$ cat src/rtl/mixed_dispatcher_pkg.sv
package mixed_dispatcher_pkg;

  // Strobes from the control decision to the datapath registers.
  typedef struct packed {
    logic loadTT;      // start the due table task
    logic loadET;      // start the best ready event task
    logic clearRun;    // running task completed
    logic requeueRun;  // put running event task back in the queue
    logic preempt;     // running task displaced before completion
  } ctrl_t;

endpackage

$ cat src/rtl/md_prio_pick.sv
module md_prio_pick #(
  parameter int N = 16,
  localparam int W = $clog2(N)
) (
  input  logic [N-1:0] req,
  output logic         any,
  output logic [W-1:0] idx
);

  // Lowest set index wins (index 0 is the most urgent).
  always_comb begin
    idx = '0;
    for (int i = N - 1; i >= 0; i--) begin
      if (req[i]) idx = W'(i);
    end
  end

  assign any = |req;

endmodule

$ cat src/rtl/md_control.sv
module md_control
  import mixed_dispatcher_pkg::*;
#(
  parameter int ID_W = 4
) (
  input  logic            ttFire,
  input  logic            taskDone,
  input  logic            runValid,
  input  logic            runIsTT,
  input  logic [ID_W-1:0] runId,
  input  logic            anyReady,
  input  logic [ID_W-1:0] bestId,
  output ctrl_t           ctrl
);

  always_comb begin
    ctrl = '0;
    if (ttFire) begin
      // Table activation has absolute precedence.
      ctrl.loadTT = 1'b1;
      if (runValid && !taskDone) begin
        ctrl.preempt    = 1'b1;
        ctrl.requeueRun = !runIsTT;
      end
    end else if (taskDone) begin
      ctrl.clearRun = 1'b1;
    end else if (!(runValid && runIsTT) && anyReady) begin
      if (!runValid) begin
        ctrl.loadET = 1'b1;
      end else if (bestId < runId) begin
        ctrl.loadET     = 1'b1;
        ctrl.preempt    = 1'b1;
        ctrl.requeueRun = 1'b1;
      end
    end
  end

endmodule

$ cat src/rtl/md_datapath.sv
module md_datapath
  import mixed_dispatcher_pkg::*;
#(
  parameter int NUM_ET    = 16,
  parameter int TIME_W    = 16,
  parameter int TBL_DEPTH = 8,
  localparam int ID_W  = $clog2(NUM_ET),
  localparam int PTR_W = $clog2(TBL_DEPTH),
  localparam int CNT_W = PTR_W + 1
) (
  input  logic              clk,
  input  logic              rstN,
  input  logic [TIME_W-1:0] localTime,
  input  logic [TIME_W-1:0] cfgPeriod,
  input  logic [CNT_W-1:0]  cfgLen,
  input  logic              tblWrEn,
  input  logic [PTR_W-1:0]  tblWrAddr,
  input  logic [TIME_W-1:0] tblWrStart,
  input  logic [ID_W-1:0]   tblWrTask,
  input  logic [NUM_ET-1:0] eventReq,
  input  logic              taskDone,
  input  ctrl_t             ctrl,
  output logic              ttFire,
  output logic              anyReady,
  output logic [ID_W-1:0]   bestId,
  output logic              runValid,
  output logic              runIsTT,
  output logic [ID_W-1:0]   runId,
  output logic              preemptPulse,
  output logic              preemptIsTT,
  output logic [ID_W-1:0]   preemptId
);

  // Static schedule table
  logic [TIME_W-1:0] tblStart [TBL_DEPTH];
  logic [ID_W-1:0]   tblTask  [TBL_DEPTH];

  always_ff @(posedge clk) begin
    if (tblWrEn) begin
      tblStart[tblWrAddr] <= tblWrStart;
      tblTask[tblWrAddr]  <= tblWrTask;
    end
  end

  // Table walk
  logic [CNT_W-1:0]  ptr;
  logic [TIME_W-1:0] frameStart;
  logic [TIME_W-1:0] phase;
  logic              wrapNow;
  logic [ID_W-1:0]   ttTask;

  assign phase   = localTime - frameStart;
  assign ttTask  = tblTask[ptr[PTR_W-1:0]];
  assign ttFire  = (ptr < cfgLen) && (phase == tblStart[ptr[PTR_W-1:0]]);
  assign wrapNow = (phase == cfgPeriod - TIME_W'(1));

  always_ff @(posedge clk or negedge rstN) begin
    if (!rstN) begin
      ptr        <= '0;
      frameStart <= '0;
    end else if (wrapNow) begin
      ptr        <= '0;
      frameStart <= frameStart + cfgPeriod;
    end else if (ttFire) begin
      ptr <= ptr + CNT_W'(1);
    end
  end

  // Ready queue as a priority bitmap
  logic [NUM_ET-1:0] readyVec;
  logic [NUM_ET-1:0] readyNext;

  md_prio_pick #(.N(NUM_ET)) i_pick (
    .req (readyVec),
    .any (anyReady),
    .idx (bestId)
  );

  always_comb begin
    readyNext = readyVec;
    if (ctrl.loadET)     readyNext[bestId] = 1'b0;
    if (ctrl.requeueRun) readyNext[runId]  = 1'b1;
    readyNext = readyNext | eventReq;
  end

  // Running task and displacement report
  always_ff @(posedge clk or negedge rstN) begin
    if (!rstN) begin
      readyVec     <= '0;
      runValid     <= 1'b0;
      runIsTT      <= 1'b0;
      runId        <= '0;
      preemptPulse <= 1'b0;
      preemptIsTT  <= 1'b0;
      preemptId    <= '0;
    end else begin
      readyVec     <= readyNext;
      preemptPulse <= ctrl.preempt;
      if (ctrl.preempt) begin
        preemptIsTT <= runIsTT;
        preemptId   <= runId;
      end
      if (ctrl.loadTT) begin
        runValid <= 1'b1;
        runIsTT  <= 1'b1;
        runId    <= ttTask;
      end else if (ctrl.loadET) begin
        runValid <= 1'b1;
        runIsTT  <= 1'b0;
        runId    <= bestId;
      end else if (ctrl.clearRun) begin
        runValid <= 1'b0;
      end
    end
  end

  // Assertions
  p_tt_start_r2: assert property (@(posedge clk) disable iff (!rstN)
    ttFire |=> runValid && runIsTT && (runId == $past(ttTask)));

  p_ptr_bound_r3: assert property (@(posedge clk) disable iff (!rstN)
    ptr <= CNT_W'(TBL_DEPTH));

  p_requeue_on_tt_r4: assert property (@(posedge clk) disable iff (!rstN)
    (ttFire && runValid && !runIsTT && !taskDone) |=> readyVec[$past(runId)]);

  p_event_lands_r5: assert property (@(posedge clk) disable iff (!rstN)
    (eventReq != '0) |=> ((readyVec & $past(eventReq)) == $past(eventReq)));

  p_no_spurious_ready_r5: assert property (@(posedge clk) disable iff (!rstN)
    1'b1 |=> ($countones(readyVec & ~$past(readyVec) & ~$past(eventReq)) <= 1));

  p_tt_holds_r6: assert property (@(posedge clk) disable iff (!rstN)
    (runValid && runIsTT && !ttFire && !taskDone) |=>
      runValid && runIsTT && $stable(runId));

  p_strobe_cause_r8: assert property (@(posedge clk) disable iff (!rstN)
    $rose(preemptPulse) |-> $past(runValid) && !$past(taskDone));

  p_done_idle_r9: assert property (@(posedge clk) disable iff (!rstN)
    (taskDone && !ttFire) |=> !runValid);

endmodule

$ cat src/rtl/mixed_dispatcher.sv
module mixed_dispatcher
  import mixed_dispatcher_pkg::*;
#(
  parameter int NUM_ET    = 16,
  parameter int TIME_W    = 16,
  parameter int TBL_DEPTH = 8,
  localparam int ID_W  = $clog2(NUM_ET),
  localparam int PTR_W = $clog2(TBL_DEPTH),
  localparam int CNT_W = PTR_W + 1
) (
  input  logic              clk,
  input  logic              rstN,
  input  logic [TIME_W-1:0] localTime,
  input  logic [TIME_W-1:0] cfgPeriod,
  input  logic [CNT_W-1:0]  cfgLen,
  input  logic              tblWrEn,
  input  logic [PTR_W-1:0]  tblWrAddr,
  input  logic [TIME_W-1:0] tblWrStart,
  input  logic [ID_W-1:0]   tblWrTask,
  input  logic [NUM_ET-1:0] eventReq,
  input  logic              taskDone,
  output logic              curValid,
  output logic              curIsTT,
  output logic [ID_W-1:0]   curId,
  output logic              preemptPulse,
  output logic              preemptIsTT,
  output logic [ID_W-1:0]   preemptId
);

  ctrl_t           ctrl;
  logic            ttFire;
  logic            anyReady;
  logic [ID_W-1:0] bestId;

  md_control #(.ID_W(ID_W)) i_control (
    .ttFire   (ttFire),
    .taskDone (taskDone),
    .runValid (curValid),
    .runIsTT  (curIsTT),
    .runId    (curId),
    .anyReady (anyReady),
    .bestId   (bestId),
    .ctrl     (ctrl)
  );

  md_datapath #(
    .NUM_ET    (NUM_ET),
    .TIME_W    (TIME_W),
    .TBL_DEPTH (TBL_DEPTH)
  ) i_datapath (
    .clk          (clk),
    .rstN         (rstN),
    .localTime    (localTime),
    .cfgPeriod    (cfgPeriod),
    .cfgLen       (cfgLen),
    .tblWrEn      (tblWrEn),
    .tblWrAddr    (tblWrAddr),
    .tblWrStart   (tblWrStart),
    .tblWrTask    (tblWrTask),
    .eventReq     (eventReq),
    .taskDone     (taskDone),
    .ctrl         (ctrl),
    .ttFire       (ttFire),
    .anyReady     (anyReady),
    .bestId       (bestId),
    .runValid     (curValid),
    .runIsTT      (curIsTT),
    .runId        (curId),
    .preemptPulse (preemptPulse),
    .preemptIsTT  (preemptIsTT),
    .preemptId    (preemptId)
  );

endmodule

$ cat config.mk
export PLATFORM = sky130hd
export DESIGN_NAME = mixed_dispatcher
export DESIGN_NICKNAME = d
export VERILOG_FILES = /design/src/rtl/mixed_dispatcher_pkg.sv /design/src/rtl/md_prio_pick.sv /design/src/rtl/md_control.sv /design/src/rtl/md_datapath.sv /design/src/rtl/mixed_dispatcher.sv
export SDC_FILE = /design/constraint.sdc
export NUM_CORES = 1
export LEC_CHECK = 0
export BUFFER_PORTS_ARGS = -buffer_cell sky130_fd_sc_hd__buf_4
export CELL_PAD_IN_SITES_DETAIL_PLACEMENT = 0
export CELL_PAD_IN_SITES_GLOBAL_PLACEMENT = 1
export CORE_MARGIN = 2
export CORE_UTILIZATION = 45
export DETAILED_ROUTE_END_ITERATION = 8
export PLACE_DENSITY = 0.7
export SLEW_MARGIN = 30
export SYNTH_ARGS = -nofsm -noshare
export SYNTH_HDL_FRONTEND = slang
export SYNTH_SLANG_ARGS = --single-unit
$ cat constraint.sdc
create_clock -name clk -period 4.3 [get_ports clk]
set_clock_uncertainty 0.05 [all_clocks]
set_input_delay 0.215 -clock clk [delete_from_list [all_inputs] [get_ports clk]]
set_output_delay 0.215 -clock clk [all_outputs]
set_load 0.1 [all_outputs]
After elaboration in Yosys (flattened, before gate mapping)
Memories as Yosys holds them, arrays and structs flattened. Index checks and enable logic that the tools add are counted.

RAM bits: 160. Logic and storage cells: 86. Input port bits: 79. Register bits: 48. Output and inout bits: 12. Memories: 2.

Add/subtract/negate cells: 4. Order comparisons: 6. Muxes and demuxes: 46. Bitwise logic cells: 4. Reduce and logical (&&, ||, !) cells: 13. Equal/unequal tests: 2.

Memories: i_datapath.tblStart (depth 8, bits a word 16, rd ports 1, clocked after Yosys merged registers in 0, write ports 1, line md_datapath.sv:35) `logic [TIME_W-1:0] tblStart [TBL_DEPTH];`; i_datapath.tblTask (depth 8, bits a word 4, rd ports 1, clocked after Yosys merged registers in 0, write ports 1, line md_datapath.sv:36) `logic [ID_W-1:0] tblTask [TBL_DEPTH];`.

Operators by type and width (number): $mux 4 (20); $eq 16x16->1 (2); $mux 16 (2); $or 16x16->16 (2); $add 16x16->16 (1); $and 16x16->16 (1); $not 16->16 (1); $reduce_or 16->1 (1); $sub 16x1->16 const B (1); $sub 16x16->16 (1); $mux 1 (15); $mux 2 (7); $lt 4x5->1 const B (2); $demux 1 s4 (2); $ge 4x1->1 const B (2); $lt 4x4->1 (2); $logic_and 1x1->1 (6); $add 4x1->4 const B (1); $reduce_bool 2->1 (2); $logic_not 1->1 (3); $reduce_bool 3->1 (1).

Longest topological paths before layout
Gate-level depths: netlist of run 1.

Depth in word-level cells: 26. Mapped depth: 17. Gate-level depth less buffers: 16.

Cells and area by module
A second synthesis of run 1 with hierarchy kept.

Cell total of the unflattened synthesis: 826. Area total of the unflattened synthesis: 11252.0 um2.

Modules (own cells, without submodules): md_datapath (area an instance 10915.5 um2, cells an instance 770, instances 1, sequential area each 6005.8 um2); md_prio_pick (area an instance 176.4 um2, cells an instance 34, instances 1, sequential area each 0.0 um2); md_control (area an instance 160.2 um2, cells an instance 22, instances 1, sequential area each 0.0 um2).

Worst setup path after synthesis of run 1
OpenSTA, ideal clock, no wires.

Kind: reg2reg. From: register i_datapath.readyVec[0]. To: register i_datapath.readyVec[7]. Data required time: 4.124 ns. Stages on the path, launching flop included: 14. Library setup time: 0.126 ns. Slack: 0.830 ns. Buffers on the path: 2. Arrival: 3.294 ns. Clock period less this slack: 3.470 ns. Path through: dfrtp_1 > clkbuf_1 > nor4_1 > nand2_1 > a21oi_1 > ha_1 > o21a_1 > a31oi_1 > o21ai_2 > o22ai_1 > nor2b_1 > clkbuf_1 > nand4_1 > a221o_1.

Cells in the longest elaborated chain, start to end: 11. Elaborated cells between the ends (all ways): 25. Classes of those cells: 3 x order compare; 15 x mux; 4 x bitwise; 3 x reduce/logical.

Ends and longest elaborated chain: start: declaration (line md_datapath.sv:70) `logic [NUM_ET-1:0] readyVec;`; start signal: assignment (line md_datapath.sv:97) `readyVec <= readyNext;`; $mux 4 (line md_prio_pick.sv:14) `if (req[i]) idx = W'(i);`; $lt 4x5->1 (not written as such), or another cell as far along (line md_datapath.sv:81) `if (ctrl.loadET) readyNext[bestId] = 1'b0;`; $logic_and 1x1->1 (not written as such) or $mux 1 (tied branches) (line md_datapath.sv:81, md_control.sv:30); $mux 1, on equally long branches (line md_datapath.sv:81, md_control.sv:28); $demux 1 s4 or $mux 1 (tied branches); $not 16->16 (no line) or $mux 1 (tied branches); $and 16x16->16 (no line) or $mux 2 (tied branches); $mux 16 (line md_datapath.sv:81); $or 16x16->16 (no line); $mux 16 * (line md_datapath.sv:82) `if (ctrl.requeueRun) readyNext[runId] = 1'b1;`; $or 16x16->16 * (line md_datapath.sv:83) `readyNext = readyNext | eventReq;`; via i_datapath.readyNext[7] (line md_datapath.sv:71) `logic [NUM_ET-1:0] readyNext;`.

The timed path passes the listed nets; every way through them passes the cells marked *. A chain may end at the register's enable or synchronous reset.

Worst setup path after layout of run 1
From: register i_datapath.frameStart[0]. To: register i_datapath.readyVec[10].

Cells in the longest elaborated chain, start to end: 8. Elaborated cells between the ends (all ways): 9. Classes of those cells: 1 x add/sub; 1 x eq/ne; 4 x mux; 2 x bitwise; 1 x reduce/logical.

Ends and longest elaborated chain: start: declaration (line md_datapath.sv:47) `logic [TIME_W-1:0] frameStart;`; start signal: assignment (line md_datapath.sv:63) `frameStart <= frameStart + cfgPeriod;`; $sub 16x16->16 * (line md_datapath.sv:52) `assign phase = localTime - frameStart;`; $eq 16x16->1 * (line md_datapath.sv:54) `assign ttFire = (ptr < cfgLen) && (phase == tblStart[ptr[PTR_W-1:0]]);`; $logic_and 1x1->1 * (line md_datapath.sv:54); $mux 2 (line md_control.sv:18) `if (ttFire) begin`; $mux 16 (line md_datapath.sv:81); $or 16x16->16 (no line); $mux 16 * (line md_datapath.sv:82); $or 16x16->16 * (line md_datapath.sv:83); via i_datapath.readyNext[10] (line md_datapath.sv:71).

Marked as above.

==> results of run 1 <==
kinds of logic (layout without fill, tap and decap cells):
group           Yosys count  after routing  synth area share [%]
mux                      75             75                  11.8
compound gates          137            137                  9.31
flops                   208            208                  56.0
buf+inv                  68            236                  2.66
fa+ha+maj                39             39                  4.69
xor+xnor                 61             61                  5.50
simple gates            198            198                  10.0
worst max-delay path by stage:
stage | endpoint | cells after the start | slack, ps | from
floorplan | i_datapath.readyVec[7] | 13 | 830 | i_datapath.readyVec[0]
global placement | i_datapath.readyVec[12] | 15 | 440 | localTime[0]
detailed placement | i_datapath.readyVec[10] | 15 | 370 | localTime[0]
CTS | i_datapath.readyVec[10] | 13 | 350 | i_datapath.frameStart[0]
global route | i_datapath.readyVec[10] | 13 | 100 | i_datapath.frameStart[0]
finish | i_datapath.readyVec[10] | 13 | 330 | i_datapath.frameStart[0]
cells in the final DEF, fill, tap and decap left out, types with 10 or more instances in the layout:
cell type,n
ha_1,37
o21ai_0,23
mux2i_1,28
buf_4,114
dlygate4sd3_1,38
edfxtp_1,160
a21o_1,10
a221o_1,16
nor3_1,11
nand2_1,27
dfrtp_1,47
inv_1,42
nor4_1,11
clkbuf_16,23
xor2_1,25
mux4_2,40
a21oi_1,30
nor2_1,46
xnor2_1,32
nand4_1,19
nand3_1,22
flip-flops by register name, indices dropped and copies added (netlist names), 4 cells and up:
signal / flops
i_datapath.tblStart: 128
i_datapath.runId: 4
i_datapath.ptr: 4
i_datapath.tblTask: 32
i_datapath.preemptId: 4
i_datapath.readyVec: 16
i_datapath.frameStart: 16
metrics by stage:
stage               power, mW  area, um^2  worst slack (ps)  utilization (%)
floorplan                2.69       10700               830                -
global placement         2.89       11900               444             50.7
detailed placement       2.90       11900               373             50.7
CTS                      4.86       13000               353             55.5
global route             4.99       13000              98.9             55.5
finish                   4.82       13000               327             55.5
layer usage:
metal	track usage [%]	vias to the layer above	part of all wire (%)
li1	-	3361	-
met1	28.6	3478	46
met2	32.6	162	47
met3	2.80	38	4.3
met4	5.41	0	2.0
met5	0	-	0
timing repair:
| action | in CTS | in global routing |
|---|---|---|
| hold buffers | 38 | 0 |
| endpoints found under the hold margin | 225 | 0 |
| resized for setup | 0 | 0 |
worst register-to-register path, delay by kind of cell, from the launching register on:
family / cells / cell delay [ps]
flip-flops: 1 / 360
AND/OR/NAND/NOR: 2 / 570
AO/OA/AOI/OAI: 6 / 1940
buffers and inverters: 1 / 50
XOR/XNOR: 2 / 350
adder cells (fa/ha/maj): 2 / 590
cell type report:
| class | instances | area (um^2) | area share (%) |
|---|---|---|---|
| sequential | 208 | 6010 | 46.3 |
| multi-input combinational | 510 | 4440 | 34.2 |
| timing repair buffer | 152 | 1240 | 9.52 |
| clock buffer | 24 | 579 | 4.46 |
| tap | 319 | 399 | 3.07 |
| clock inverter | 18 | 166 | 1.28 |
| inverter | 42 | 158 | 1.21 |
report_power, final:
group / total (mW) / switching, mW / leakage (nW) / internal, mW
clock: 1.93 / 0.816 / 0.362 / 1.11
combinational: 0.607 / 0.372 / 2.48 / 0.234
sequential: 2.28 / 0.0413 / 1.96 / 2.24
==> metrics.md, run 1 <==
| Metric | Value |
|---|---|
| Worst r2r src | i_datapath.frameStart[0] |
| Final Slew Violations | 0 |
| First-pass DRT Iterations | 5 |
| PwrDens | 371 nW/um^2 |
| Drt drc | 0 |
| Synth Cell Area | 10,700 um^2 |
| Final cell count without fillers | about 1,300 |
| Htree depth | 1 |
| Post-synth top area share | 44.8% |
| Count leader, synth | edfxtp_1 |
| Worst Tran Pin Value | just over 800 ps |
| Number of global-route vias before repair | a little over 7,000 |
| Critical-path cell list | ha_1, inv_1, fa_1, a211oi_1, o21ai_0, a211o_1, a21oi_1, xor2_1, xnor2_1, and4b_1, nand4_4, a2111oi_4, a221o_1 |
| Synth Flop Type | edfxtp_1 |
| Yosys top cell by area | edfxtp_1 |
| Final cycle utilization of the critical path | roughly 92% |
| Antenna violations before repair | 0 |
| Layout fillers | approximately 2,000 |
| Hold Crit Class | input pin to flop |
| Number of flops mapped to enable cells by yosys | 160 |
| Post-DR wirelength/cell | ~19 um |
| Core area | between 20,000 and 25,000 um^2 |
| Clk sink count | 208 |
| Min cycle time layout | around 4000 ps |
| TritonCTS clock tree | built |
| Worst R2R Path Depth | 13 |
| CTS root buf | clkbuf_16 |
| Hold path endpoint | i_datapath.tblTask[2][0] |
| Top delay family on crit path | compound AO/OA/AOI/OAI gates |
| Setup TNS | 0 ps |
| Synth top area cells | edfxtp_1 45%, dfrtp_1 11%, mux4_2 8.4% |
| Layout cells sized above 1 | 22.3% |
| Worst path bufs/invs | 1 |
| Clock buffer depth | 3 |
| R2R setup slack | ~330 ps |
| Antenna viol nets, final | 0 |
| Total wire length | between 20 and 25 mm |
| DP HPWL | 17.0 mm |
| Max cap viols | 0 |
| Hold Path Stages | 2 |
| Gate count of the mapped netlist | just under 800 |
| Initial Util | between 40% and 50% |
| Syn avg cell area | 13.6 um^2 |
| RSZ-0062 raised after global routing | no |
| First-pass GRT wire length | between 30 and 40 mm |
| Hold Fails Final Rpt | 0 |
| CP endpoint kind | flop |
| Synth async-reset ratio | a little under a quarter |
| Clock buffer count from CTS | 23 |
| Number of synthesized register bits | about 210 |
| Worst-Skew Late Latency | between 500 and 600 ps |
| Vias | just over 7,000 |
| Max Clock Freq | roughly 250 MHz |
| Row cnt | between 50 and 60 |
| Top Ports | roughly 90 |
| Total grt overflow | 0 |
| Status | completed |
| GR Util All Layers | 20.1% |
| Synth warn | 0 |
| Post-CTS Setup Bufs | 0 |
| Area growth syn-to-layout | 21.1% |
| Peak supply drop | around 390 uV |
| Die area | approximately 25,000 um^2 |
| DRT iter0 DRCs | 460 |
| Critical path type | flop to flop |
| Vias/cell | 5.53 |
| Crit path max fanout | 19 |
| Critical path startpoint category | flop |
| Dpl cells | 1,193 |
| IO Port Bufs | 90 |
| Die Height | ~160 um |
| Largest net degree at the start of global routing | 49 |
| Setup Viol. Count Final | 0 |
| Slowest cell on crit path | a2111oi_4 |
| RR Endpoint | i_datapath.readyVec[10] |
| Arrival @ worst endpoint | approximately 4400 ps |
| Worst-path clk slew | around 70 ps |
| Worst slew margin | between 40% and 50% |
| WHS | about 19 ps |
| Number of library cell types mapped by synthesis | 72 |
| Pleak | around 4.8 nW |
| Worst path max stage delay | about 560 ps |
| Nets | 1,055 |
| Diodes inserted | 0 |
| Post-synthesis sequential area ratio | between 50% and 60% |
| Final Wtd Congestion | about 0.83 |
| Post-synth top cells | 160 x edfxtp_1, 48 x dfrtp_1, 46 x nor2_1 |
| HP Start | tblWrAddr[0] |
| Syn Nets | between 900 and 1,000 |
| Die W | around 160 um |
| WP data required | roughly 4700 ps |
Note: power is estimated with default switching activity, not from simulation.
==> inputs of run 2 (changes only) <==
Clock period 4.3 ns to 3.98 ns, I/O delays scaled along.
==> run 2 against run 1 <==
Net effect: via count is 0.75% higher; sequential share of layout area fell by 0.48 points; clock power up 13%; wire length rose by 0.24%; power rose by 10%; count of clock-buffer cells in the layout rose by 1; fmax grew 7.8%; non-clock buffer count increased by 5; global-route usage is essentially flat; sequential power grew 8%; largest cell class unchanged.
==> metrics.md, run 2 (synthesized netlist as in run 1, its figures left out) <==
| Metric | Value |
|---|---|
| Status | completed (unchanged) |
| Setup TNS | 0 ps (unchanged) |
| Peak supply drop | 321 uV (was 387 uV) |
| Most frequent cells in the layout | 160 x edfxtp_1, 118 x buf_4, 47 x dfrtp_1 (was 160 x edfxtp_1, 114 x buf_4, 47 x dfrtp_1) |
| TritonCTS clock tree | built (unchanged) |
| Clk sink count | 208 (unchanged) |
| Highest routed layer | met4 (unchanged) |
| GR Util All Layers | 20.0% (was 20.1%) |
| DP HPWL | 16.9 mm (was 17.0 mm) |
| Arrival @ worst endpoint | 4080 ps (was 4370 ps) |
| Min cycle time layout | 3690 ps (was 3970 ps) |
| Largest net degree at the start of global routing | 49 (unchanged) |
| Pleak | 4.86 nW (was 4.80 nW) |
| First-pass DRT Iterations | 5 (unchanged) |
| Final core utilization | 56.1% (was 55.5%) |
| Diodes inserted | 0 (unchanged) |
| Antenna violations before repair | 0 (unchanged) |
| Worst-path clk slew | 60 ps (was 70 ps) |
| Final cycle utilization of the critical path | 92.6% (was 92.4%) |
| Setup Viol. Count Final | 0 (unchanged) |
| Worst slew margin | 54.0% (was 46.0%) |
| Nets | 1,060 (was 1,055) |
| Die area | 25,100 um^2 (unchanged) |
| Total grt overflow | 0 (unchanged) |
| Clock buffer depth | 3 (unchanged) |
| CP endpoint kind | flop (unchanged) |
| Die Height | 158 um (unchanged) |
| Critical path startpoint category | flop (unchanged) |
| Routed wl met3 | 1.33 mm (was 1.06 mm) |
| Vias | 7,092 (was 7,039) |
| Number of flip-flops in the largest register | 128 (unchanged) |
| Total wire length | 24.6 mm (about the same) |
| Clock buffer count from CTS | 23 (unchanged) |
| Initial Util | 45.8% (unchanged) |
| Hold Crit Class | input pin to flop (unchanged) |
| Number of global-route vias before repair | 7,103 (was 7,157) |
| Critical path type | flop to flop (unchanged) |
| Max Clock Freq | 271 MHz (was 252 MHz) |
| WL met1 | 11.2 mm (was 11.4 mm) |
| WP data required | 4370 ps (was 4700 ps) |
| DRT iter0 DRCs | 500 (was 460) |
| Area growth syn-to-layout | 22.4% (was 21.1%) |
| Most common cell after layout, fill and taps aside | edfxtp_1 (unchanged) |
| First-pass GRT wire length | 38.4 mm (was 38.5 mm) |
| PwrDens | 404 nW/um^2 (was 371 nW/um^2) |
| Die W | 158 um (unchanged) |
| Final Slew Violations | 0 (unchanged) |
| Vias/cell | 5.55 (was 5.53) |
| Regs by FF count | i_datapath.tblStart: 128 flops, i_datapath.tblTask: 32 flops (unchanged) |
| IO Port Bufs | 90 (unchanged) |
| CTS root buf | clkbuf_16 (unchanged) |
| Worst Tran Pin Value | 690 ps (was 807 ps) |
| Top Ports | 91 (unchanged) |
| Layout cells sized above 1 | 23.7% (was 22.3%) |
| Max cap viols | 0 (unchanged) |
| Antenna viol nets, final | 0 (unchanged) |
| Met2 Wirelength | 11.8 mm (was 11.6 mm) |
| Hold Fails Final Rpt | 0 (unchanged) |
| Core area | 23,400 um^2 (unchanged) |
| Drt drc | 0 (unchanged) |
| Final Wtd Congestion | 0.906 (was 0.833) |
| Row cnt | 56 (unchanged) |
| Worst-Skew Late Latency | 520 ps (about the same) |
| Htree depth | 1 (unchanged) |
| Largest Register | i_datapath.tblStart (unchanged) |
| Post-DR wirelength/cell | 19.3 um (about the same) |
| Crit path max fanout | 13 (was 19) |
==> run 2: metrics by stage <==
stage	total power, mW	cell area, um^2	setup slack (ps)	hold slack (ps)	instances
after CTS	5.36	13000	42.8	10.9	1275
final	5.30	13100	294	27.7	1278
after global routing	5.50	13100	-8.13	44.5	1278
after floorplan	2.91	10700	510	-147	786
after global placement	3.12	11900	160	231	1195
after detailed placement	3.13	11900	70.7	244	1195
==> run 2: final timing paths <==
check | from | endpoint | slack [ps] | depth (start not counted)
setup reg to reg | i_datapath.frameStart[0] | i_datapath.readyVec[12] | 290 | 13
hold / removal | taskDone | i_datapath.runValid | 30 | 3
min in group asynchronous | rstN | i_datapath.frameStart[2] | 210 | 2
max in group asynchronous | rstN | i_datapath.ptr[0] | 3180 | 2
setup / recovery | i_datapath.frameStart[0] | i_datapath.readyVec[12] | 290 | 13
hold reg to reg | i_datapath.frameStart[15] | i_datapath.frameStart[15] | 440 | 1
==> run 2: area by class of cell <==
class / count / area [um^2]
inverters: 42 / 158
fillers: 1973 / 10300
multi-input cells: 510 / 4490
clock inverters: 17 / 196
repair buffers: 157 / 1290
flip-flops and latches: 208 / 6010
well taps: 319 / 399
clock buffers: 25 / 583
==> run 2: repair_timing <==
action / in CTS / in global routing
endpoints found under the hold margin: 225 / 0
setup buffers: 0 / 3
resized for setup: 0 / 8
hold buffers: 38 / 0
endpoints found under the setup margin: 0 / 27
==> run 2: critical path: stages, from the launching register on <==
cell and delay, ps:
dfrtp_1 370, ha_1 170, inv_1 50, fa_1 430, a211oi_2 270, o21ai_0 140, a211o_1 320, a21oi_1 210
xor2_1 200, xnor2_1 130, and4b_1 260, nand4_4 260, a2111oi_4 500, a221o_1 240
==> run 2: where the power goes <==
group          internal (mW)  switching, mW
Clock                   1.32          0.854
Combinational          0.257          0.404
Sequential              2.42         0.0450
Total                   4.00           1.30
==> run 2: routing by layer <==
layer / track usage [%] / vias to the layer above
met3: 2.78 / 28
li1: - / 3370
met5: 0 / -
met4: 3.99 / 0
met1: 28.7 / 3507
met2: 33.1 / 187
